<file path="src/rtl/tdm_tx_pkg.sv">
package tdm_tx_pkg;
  // Returns a counter width of at least 1 bit for values 0..n-1.
  function automatic int idx_w(input int n);
    return (n > 1) ? $clog2(n) : 1;
  endfunction
endpackage

</file>
<file path="src/rtl/tdm_tx_fifo.sv">
module tdm_tx_fifo #(
  parameter int W     = 16,
  parameter int DEPTH = 8,
  localparam int PTR_W = tdm_tx_pkg::idx_w(DEPTH),
  localparam int CNT_W = $clog2(DEPTH + 1)
) (
  input  logic             clk,
  input  logic             rst,
  input  logic             wr_en,
  input  logic [W-1:0]     wr_data,
  input  logic             rd_en,
  output logic [W-1:0]     rd_data,
  output logic [CNT_W-1:0] count,
  output logic             full
);
  logic [W-1:0]     mem [DEPTH];
  logic [PTR_W-1:0] wr_ptr, rd_ptr, wr_nxt, rd_nxt;

  generate
    if ((DEPTH & (DEPTH - 1)) == 0) begin : g_pow2
      assign wr_nxt = wr_ptr + 1'b1;
      assign rd_nxt = rd_ptr + 1'b1;
    end else begin : g_wrap
      assign wr_nxt = (wr_ptr == PTR_W'(DEPTH - 1)) ? '0 : wr_ptr + 1'b1;
      assign rd_nxt = (rd_ptr == PTR_W'(DEPTH - 1)) ? '0 : rd_ptr + 1'b1;
    end
  endgenerate

  // The storage has no reset, so it can map onto RAM primitives.
  always_ff @(posedge clk) begin
    if (wr_en) mem[wr_ptr] <= wr_data;
  end

  assign rd_data = mem[rd_ptr];
  assign full    = (count == CNT_W'(DEPTH));

  always_ff @(posedge clk) begin
    if (rst) begin
      wr_ptr <= '0;
      rd_ptr <= '0;
      count  <= '0;
    end else begin
      if (wr_en) wr_ptr <= wr_nxt;
      if (rd_en) rd_ptr <= rd_nxt;
      case ({wr_en, rd_en})
        2'b10:   count <= count + 1'b1;
        2'b01:   count <= count - 1'b1;
        default: count <= count;
      endcase
    end
  end
endmodule

</file>
<file path="src/rtl/tdm_tx_timing.sv">
module tdm_tx_timing #(
  parameter int CH_NUM     = 4,
  parameter int WORD_W     = 16,
  parameter int FS_PERIODS = 2,
  localparam int SYNC_W = tdm_tx_pkg::idx_w(FS_PERIODS),
  localparam int BIT_W  = tdm_tx_pkg::idx_w(WORD_W),
  localparam int CH_W   = tdm_tx_pkg::idx_w(CH_NUM)
) (
  input  logic clk,
  input  logic rst,
  input  logic frame_ready,
  output logic new_per,
  output logic stop,
  output logic nxt_sync,
  output logic nxt_ld
);
  logic              run_q, half_q, sync_q;
  logic [SYNC_W-1:0] sidx_q;
  logic [BIT_W-1:0]  bit_q;
  logic [CH_W-1:0]   ch_q;
  logic sync_last, bit_last, ch_last, frame_end, boundary, start;

  assign sync_last = (sidx_q == SYNC_W'(FS_PERIODS - 1));
  assign bit_last  = (bit_q == BIT_W'(WORD_W - 1));
  assign ch_last   = (ch_q == CH_W'(CH_NUM - 1));
  assign frame_end = run_q && half_q && !sync_q && bit_last && ch_last;
  // When idle, every edge may start a frame. When running, only the edge
  // that closes a bit period (the end of its low half) can.
  assign boundary  = run_q ? half_q : 1'b1;
  assign start     = boundary && frame_ready && (!run_q || frame_end);
  assign stop      = frame_end && !frame_ready;
  assign new_per   = start || (run_q && half_q && !frame_end);
  assign nxt_sync  = start || (sync_q && !sync_last);
  assign nxt_ld    = !start && ((sync_q && sync_last) || (!sync_q && bit_last));

  always_ff @(posedge clk) begin
    if (rst) begin
      run_q  <= 1'b0;
      half_q <= 1'b0;
      sync_q <= 1'b0;
      sidx_q <= '0;
      bit_q  <= '0;
      ch_q   <= '0;
    end else if (start) begin
      run_q  <= 1'b1;
      half_q <= 1'b0;
      sync_q <= 1'b1;
      sidx_q <= '0;
      bit_q  <= '0;
      ch_q   <= '0;
    end else if (stop) begin
      run_q  <= 1'b0;
      half_q <= 1'b0;
      sync_q <= 1'b0;
    end else if (run_q && !half_q) begin
      half_q <= 1'b1;
    end else if (new_per) begin
      half_q <= 1'b0;
      if (sync_q) begin
        if (sync_last) begin
          sync_q <= 1'b0;
          bit_q  <= '0;
          ch_q   <= '0;
        end else begin
          sidx_q <= sidx_q + 1'b1;
        end
      end else if (bit_last) begin
        bit_q <= '0;
        ch_q  <= ch_q + 1'b1;
      end else begin
        bit_q <= bit_q + 1'b1;
      end
    end
  end
endmodule

</file>
<file path="src/rtl/tdm_tx_shifter.sv">
module tdm_tx_shifter #(
  parameter int WORD_W = 16
) (
  input  logic              clk,
  input  logic              rst,
  input  logic              new_per,
  input  logic              stop,
  input  logic              nxt_sync,
  input  logic              nxt_ld,
  input  logic [WORD_W-1:0] word,
  output logic              ser_clk,
  output logic              ser_fs_n,
  output logic              ser_data
);
  logic [WORD_W-1:0] sh_q;

  always_ff @(posedge clk) begin
    if (rst) begin
      ser_clk  <= 1'b0;
      ser_fs_n <= 1'b1;
      ser_data <= 1'b0;
      sh_q     <= '0;
    end else if (new_per) begin
      ser_clk  <= 1'b1;
      ser_fs_n <= !nxt_sync;
      if (nxt_sync) begin
        ser_data <= 1'b0;
      end else if (nxt_ld) begin
        ser_data <= word[WORD_W-1];
        sh_q     <= {word[WORD_W-2:0], 1'b0};
      end else begin
        ser_data <= sh_q[WORD_W-1];
        sh_q     <= {sh_q[WORD_W-2:0], 1'b0};
      end
    end else if (stop) begin
      ser_clk  <= 1'b0;
      ser_fs_n <= 1'b1;
      ser_data <= 1'b0;
    end else begin
      ser_clk  <= 1'b0;
    end
  end
endmodule

</file>
<file path="src/rtl/tdm_frame_tx.sv">
module tdm_frame_tx #(
  parameter int CH_NUM     = 4,
  parameter int WORD_W     = 16,
  parameter int FIFO_DEPTH = 8,
  parameter int FS_PERIODS = 2
) (
  input  logic              clk,
  input  logic              rst,
  input  logic [WORD_W-1:0] in_data,
  input  logic              in_valid,
  output logic              in_ready,
  output logic              ser_clk,
  output logic              ser_fs_n,
  output logic              ser_data
);
  localparam int CNT_W = $clog2(FIFO_DEPTH + 1);

  logic [CNT_W-1:0]  fifo_cnt;
  logic [WORD_W-1:0] head_word;
  logic fifo_full, push, pop, frame_ready;
  logic new_per, stop, nxt_sync, nxt_ld;

  assign in_ready    = !fifo_full;
  assign push        = in_valid && in_ready;
  assign frame_ready = (fifo_cnt >= CNT_W'(CH_NUM));
  assign pop         = new_per && nxt_ld;

  tdm_tx_fifo #(.W(WORD_W), .DEPTH(FIFO_DEPTH)) fifo_i (
    .clk(clk), .rst(rst), .wr_en(push), .wr_data(in_data),
    .rd_en(pop), .rd_data(head_word), .count(fifo_cnt), .full(fifo_full)
  );

  tdm_tx_timing #(.CH_NUM(CH_NUM), .WORD_W(WORD_W), .FS_PERIODS(FS_PERIODS)) tim_i (
    .clk(clk), .rst(rst), .frame_ready(frame_ready), .new_per(new_per),
    .stop(stop), .nxt_sync(nxt_sync), .nxt_ld(nxt_ld)
  );

  tdm_tx_shifter #(.WORD_W(WORD_W)) shf_i (
    .clk(clk), .rst(rst), .new_per(new_per), .stop(stop), .nxt_sync(nxt_sync),
    .nxt_ld(nxt_ld), .word(head_word), .ser_clk(ser_clk), .ser_fs_n(ser_fs_n),
    .ser_data(ser_data)
  );
endmodule

</file>
<file path="config.mk">
export PLATFORM = sky130hd
export DESIGN_NAME = tdm_frame_tx
export DESIGN_NICKNAME = d
export VERILOG_FILES = /design/src/rtl/tdm_tx_pkg.sv /design/src/rtl/tdm_tx_fifo.sv /design/src/rtl/tdm_tx_timing.sv /design/src/rtl/tdm_tx_shifter.sv /design/src/rtl/tdm_frame_tx.sv
export SDC_FILE = /design/constraint.sdc
export NUM_CORES = 1
export LEC_CHECK = 0
export BUFFER_PORTS_ARGS = -buffer_cell sky130_fd_sc_hd__buf_2
export CAP_MARGIN = 40
export CORE_MARGIN = 2
export CORE_UTILIZATION = 66
export DETAILED_ROUTE_END_ITERATION = 10
export GPL_TIMING_DRIVEN = 0
export PLACE_DENSITY = 0.84
export SYNTH_ARGS = -nofsm -noshare
export SYNTH_HDL_FRONTEND = slang
export SYNTH_SLANG_ARGS = --single-unit
</file>
<file path="constraint.sdc">
create_clock -name clk -period 5.5 [get_ports clk]
set_input_delay 1.1 -clock clk [delete_from_list [all_inputs] [get_ports clk]]
set_output_delay 1.1 -clock clk [all_outputs]
set_load 0.1 [all_outputs]
</file>
# --- Word-level counts from Yosys, hierarchy flattened ---
# Memories as Yosys holds them, arrays and structs flattened. A register that Yosys moved wholly into a read port is not among the register bits.
# Cells that the tools add are included.
word_totals:
  register_bits: 39
  ramBits: 128
  input_bits: 19
  out_inout_bits: 4
  wordCells: 103
  mem_count: 1
classes:
  n_addsub: 7
  order_cmp: 1
  n_eq_ne: 7
  muxes: 30
  n_bitwise: 3
  n_reduce_logical: 41
mem_list:
  columns: ["name", "depth", "word_bits", "rd", "rd_ports_with_merged_regs", "wr", "line", "rtl"]
  rows:
  - ["fifo_i.mem", 8, 16, 1, 1, 1, "tdm_tx_fifo.sv:16", "logic [W-1:0] mem [DEPTH];"]
ops:
  columns: ["op", "n"]
  rows:
  - ["$mux W1", 20]
  - ["$mux W16", 1]
  - ["$logic_and A1 B1 Y1", 15]
  - ["$mux W4", 3]
  - ["$reduce_bool A2 Y1", 5]
  - ["$logic_not A1 Y1", 9]
  - ["$add A4 B1 Y4 const B", 2]
  - ["$eq A4 B4 Y1 const B", 2]
  - ["$pmux W4 S2", 1]
  - ["$reduce_and A4 Y1", 2]
  - ["$add A3 B1 Y3 const B", 2]
  - ["$mux W2", 3]
  - ["$mux W3", 2]
  - ["$reduce_and A5 Y1", 1]
  - ["$eq A2 B2 Y1 const B", 2]
  - ["$ge A4 B3 Y1 const B", 1]
  - ["$logic_or A1 B1 Y1", 4]
  - ["$reduce_and A2 Y1", 2]
  - ["$sub A4 B1 Y4 const B", 1]
  - ["$ne A3 B1 Y1 const B", 1]
  - ["$not A1 Y1", 3]
  - ["$reduce_bool A3 Y1", 1]
  - ["$reduce_or A3 Y1", 1]
  - ["$add A2 B1 Y2 const B", 1]
  - ["4 further kinds", 4]

# --- Logic depth before layout (Yosys ltp) ---
depth:
  depth_word: 11
  depth_mapped: 11
  depth_no_buf: 11

# --- By module ---
# From an unflattened synthesis, not the netlist that was laid out.
hier_totals:
  cells_unflattened: 384
  hier_area_um2: 6796.5
modules_own_cells:
  columns: ["module", "n_inst", "cells_each", "area_each_um2", "seq_area_each_um2"]
  rows:
  - ["tdm_tx_fifo", 1, 254, 5529.1, 4103.9]
  - ["tdm_tx_shifter", 1, 61, 726.9, 360.3]
  - ["tdm_tx_timing", 1, 65, 518.0, 200.2]
  - ["tdm_frame_tx", 1, 4, 22.5, 0.0]

# --- Least setup slack after synthesis ---
# Ideal clock, no wire load.
synth_timing:
  kind: "register to register"
  start: "reg fifo_i.count[2]"
  end: "mem fifo_i.mem[0][0], enable pin"
  setup_ps: 431
  arrival_ps: 3530
  t_required_ps: 5069
  setup_slack_ps: 1539
  path_stages_with_launch: 6
  path_buffers: 2
  period_less_slack_ps: 3961
  path_cell_list: "dfxtp_1 > clkbuf_2 > or4b_1 > clkbuf_1 > nand2_1 > nor4_1"
synth_between:
  elab_chain_len: 5
synth_lines:
  columns: ["element", "line", "rtl"]
  rows:
  - ["start: declaration", "tdm_tx_fifo.sv:13", "output logic [CNT_W-1:0] count,"]
  - ["start signal: assignment", "tdm_tx_fifo.sv:46", "2'b10: count <= count + 1'b1;"]
  - ["start signal: assignment", "tdm_tx_fifo.sv:47", "2'b01: count <= count - 1'b1;"]
  - ["start signal: assignment", "tdm_tx_fifo.sv:48", "default: count <= count;"]
  - ["$eq A4 B4 Y1", "tdm_tx_fifo.sv:35", "assign full = (count == CNT_W'(DEPTH));"]
  - ["$logic_not A1 Y1", "tdm_frame_tx.sv:23", "assign in_ready = !fifo_full;"]
  - ["named net in_ready", "tdm_frame_tx.sv:11", "output logic in_ready,"]
  - ["$logic_and A1 B1 Y1", "tdm_frame_tx.sv:24", "assign push = in_valid && in_ready;"]
  - ["$mux W1", "tdm_tx_fifo.sv:31", "if (wr_en) mem[wr_ptr] <= wr_data;"]
  - ["$mux W1 (implied by the code)", "tdm_tx_fifo.sv:31", null]
  - ["end: declaration", "tdm_tx_fifo.sv:16", null]
# The timed path passes the listed nets, and every way through them passes these cells.

# --- Worst setup path in the final report ---
layout_timing:
  start: "reg fifo_i.count[2]"
  end: "out in_ready"
layout_between:
  elab_chain_len: 2
layout_lines:
  columns: ["element", "line"]
  rows:
  - ["$eq A4 B4 Y1", "tdm_tx_fifo.sv:35"]
  - ["$logic_not A1 Y1", "tdm_frame_tx.sv:23"]
  - ["end: declaration", "tdm_frame_tx.sv:11"]
# Every way passes these cells.

==> impl_metrics.csv <==
group,metric,value,unit
synthesis,avgSynthCellArea,17.1,sq um
synthesis,synth-edff-count,128,
route,dr.pass1.iters,5,
synthesis,yosysWarnings,0,
cts,cts.root.buffer_cell,"clkbuf_8",
global_route,grt_pass1_wl,21000,um
timing,finalClockSkew,0.00955,ns
layout,nets,470,
setup_path,end_kind,"output pin",
setup_path,cp.arrival,1.99,ns
timing,fmax,0.324,GHz
pwr,ir_drop,0.296,mV
layout,n_antenna_cell,0,
layout,drive_gt1_share,25.8,%
cts,ctsLongestPathBuffers,2,
layout,regArea,4660,sq um
global_route,antenna_found_initial,0,
cts,htree_levels,4,
global_route,grt_max_degree,17,
synthesis,post-synth-top-area-cell,"edfxtp_1",
timing,layout_min_cycle_time,3.09,ns
setup_path,rrSetupSlack,2.63,ns
global_route,grt.total_usage,26.4,%
route,via_per_inst,6.36,
setup_path,critPathMaxFanout,9,
placed_design,io_buffer_count,21,
layout,fillers,534,
setup_path,crit_type,"register to output pin",
setup_path,cp.required,4.40,ns
synthesis,yosysMostFrequentCell,"edfxtp_1",
cts,post_cts_buffers,0,
cts,cts_tree,"done",
timing,setup_ws,2.41,ns
placed_design,hpwl,8370,um
timing,setup_tns,0,ns
timing,relSlewSlack,44.3,%
setup_path,startpoint_type,"register",
synthesis,synth_top_cells_by_count,"edfxtp_1 (128), dfxtp_1 (41), mux4_2 (32), nor2_1 (32), mux2i_1 (18)",
placed_design,globalplace.congestion,0.923,
synthesis,synth_area,6660,sq um
cts,clkSinkCount,169,
synthesis,seq_area_frac_synth,70.0,%
route,ant_nets,0,
synthesis,synthArstFlopShare,0,%
route,drc,0,
timing,holdWs,0.493,ns
placed_design,post-place-ws,2.55,ns
global_route,grt_overflow,0,
timing,rsz0062_at_grt,"no",
synthesis,synth_cell_type_count,53,
pwr,power.leakage,0.00259,uW
floorplan,io_pins,23,
floorplan,row_count,36,
timing,worstMarginPinSlew,0.835,ns
synthesis,synthCells,390,
cts,cts.clk_slew.worst_paths,0.07,ns
floorplan,die_h,104,um
layout,syn_to_final_growth,15.4,%
pwr,power_density,349,nW/um^2
floorplan,die_area,10900,sq um
worst_hold_path,hp-class,"register to register",
floorplan,die_width,104,um
synthesis,yosysTopAreaCellShare,57.7,%
route,vias,3752,
route,first_iter_violations,275,
synthesis,synth.area.top_cells,"edfxtp_1 (58%), dfxtp_1 (12%), mux4_2 (11%)",
global_route,grt_pass1_vias,3850,
layout,multiInputGateArea,1900,sq um
cts,cts_hold_buffers,0,
floorplan,coreArea,9770,sq um
floorplan,start_util,68.2,%
job,drv_cap,0,
route,wl_per_cell,22.4,um
synthesis,ys_ff_latch,169,
route,routed_wl,13200,um
cts,clock_latency,0.53,ns
timing,min_period_over_period,56.2,%
timing,finalSetupViolCount,0,
timing,report.final.slew_viol_count,0,
timing,hold_viol,0,
cts,cts_resized,0,
synthesis,syn_nets,416,
pwr,power,2690,uW
outcome,status,"completed",
cts,cts_buffers,17,
synthesis,synth_flop_cell,"edfxtp_1",
## worst paths after layout
| check | startpoint | end | cells after the start |
|---|---|---|---|
| setup reg to reg | fifo_i.count[2] | fifo_i.count[2] | 11 |
| hold / removal | shf_i.sh_q[4] | shf_i.sh_q[5] | 1 |
| setup / recovery | fifo_i.count[2] | in_ready | 4 |
| hold reg to reg | shf_i.sh_q[4] | shf_i.sh_q[5] | 1 |
## cells by family after synthesis
family                     Yosys count  share of synthesized area [%]
AOI/OAI and AO/OA                   52                           5.99
xor gates and xnor gates             7                          0.920
adders and majority gates            7                           1.31
buffers and inverters               25                           1.95
DFF                                169                           70.0
muxes                               50                           13.5
and+or+nand+nor                     80                           6.29
## area by class of cell
| cell class | count | share of cell area [%] |
|---|---|---|
| Buffer | 22 | 1.55 |
| Clock buffer | 18 | 5.44 |
| Clock inverter | 14 | 2.18 |
| Inverter | 3 | 0.146 |
| Multi-Input combinational cell | 196 | 24.7 |
| Sequential cell | 169 | 60.7 |
| Tap cell | 133 | 2.16 |
| Timing Repair Buffer | 35 | 3.12 |
## report_power, final
part           total (uW)  switching, uW  internal (uW)
combinational        97.5           60.5           37.0
sequential           1410           11.8           1400
clock                1180            484            695
## flip-flops by register name (all words and copies together) (netlist names), named ones only
signal          flops
tim_i.run_q         1
fifo_i.rd_ptr       3
fifo_i.count        4
tim_i.bit_q         4
shf_i.ser_fs_n      1
tim_i.ch_q          2
tim_i.sidx_q        1
tim_i.half_q        1
shf_i.sh_q         15
shf_i.ser_data      1
tim_i.sync_q        1
shf_i.ser_clk       1
fifo_i.mem        128
fifo_i.wr_ptr       3
## cells in the final DEF (no fill, tap or decap), drive strengths merged, types with 9 or more instances in the layout
cell type / synthesis / final
nor2: 32 / 32
buf: 13 / 48
dfxtp: 41 / 41
mux2i: 18 / 18
clkbuf: 9 / 27
nor3: 9 / 9
mux4: 32 / 32
a21oi: 12 / 12
a221o: 14 / 14
edfxtp: 128 / 128
## metrics by stage
step / std cells / util, % / cell area, sq um
floorplan: 390 / - / 6660
global placement: 544 / 70.9 / 6930
detailed placement: 558 / 72.7 / 7100
CTS: 590 / 78.7 / 7690
global route: 590 / 78.7 / 7690
finish: 590 / 78.7 / 7690
## layer usage
layer / track usage, % / part of all wire (%) / vias up
met4: 10.7 / 2.9 / 0
met1: 32.9 / 39 / 1893
li1: - / - / 1680
met2: 44.3 / 51 / 151
met5: 0 / 0 / -
met3: 7.08 / 6.6 / 28
## worst max-delay path: stages, from the launching register on
cell and delay (ns):
dfxtp_1 0.30, clkbuf_2 0.16, or4b_1 0.51, clkbuf_1 0.18, buf_2 0.32
Note: power is estimated with default switching activity, not from simulation.
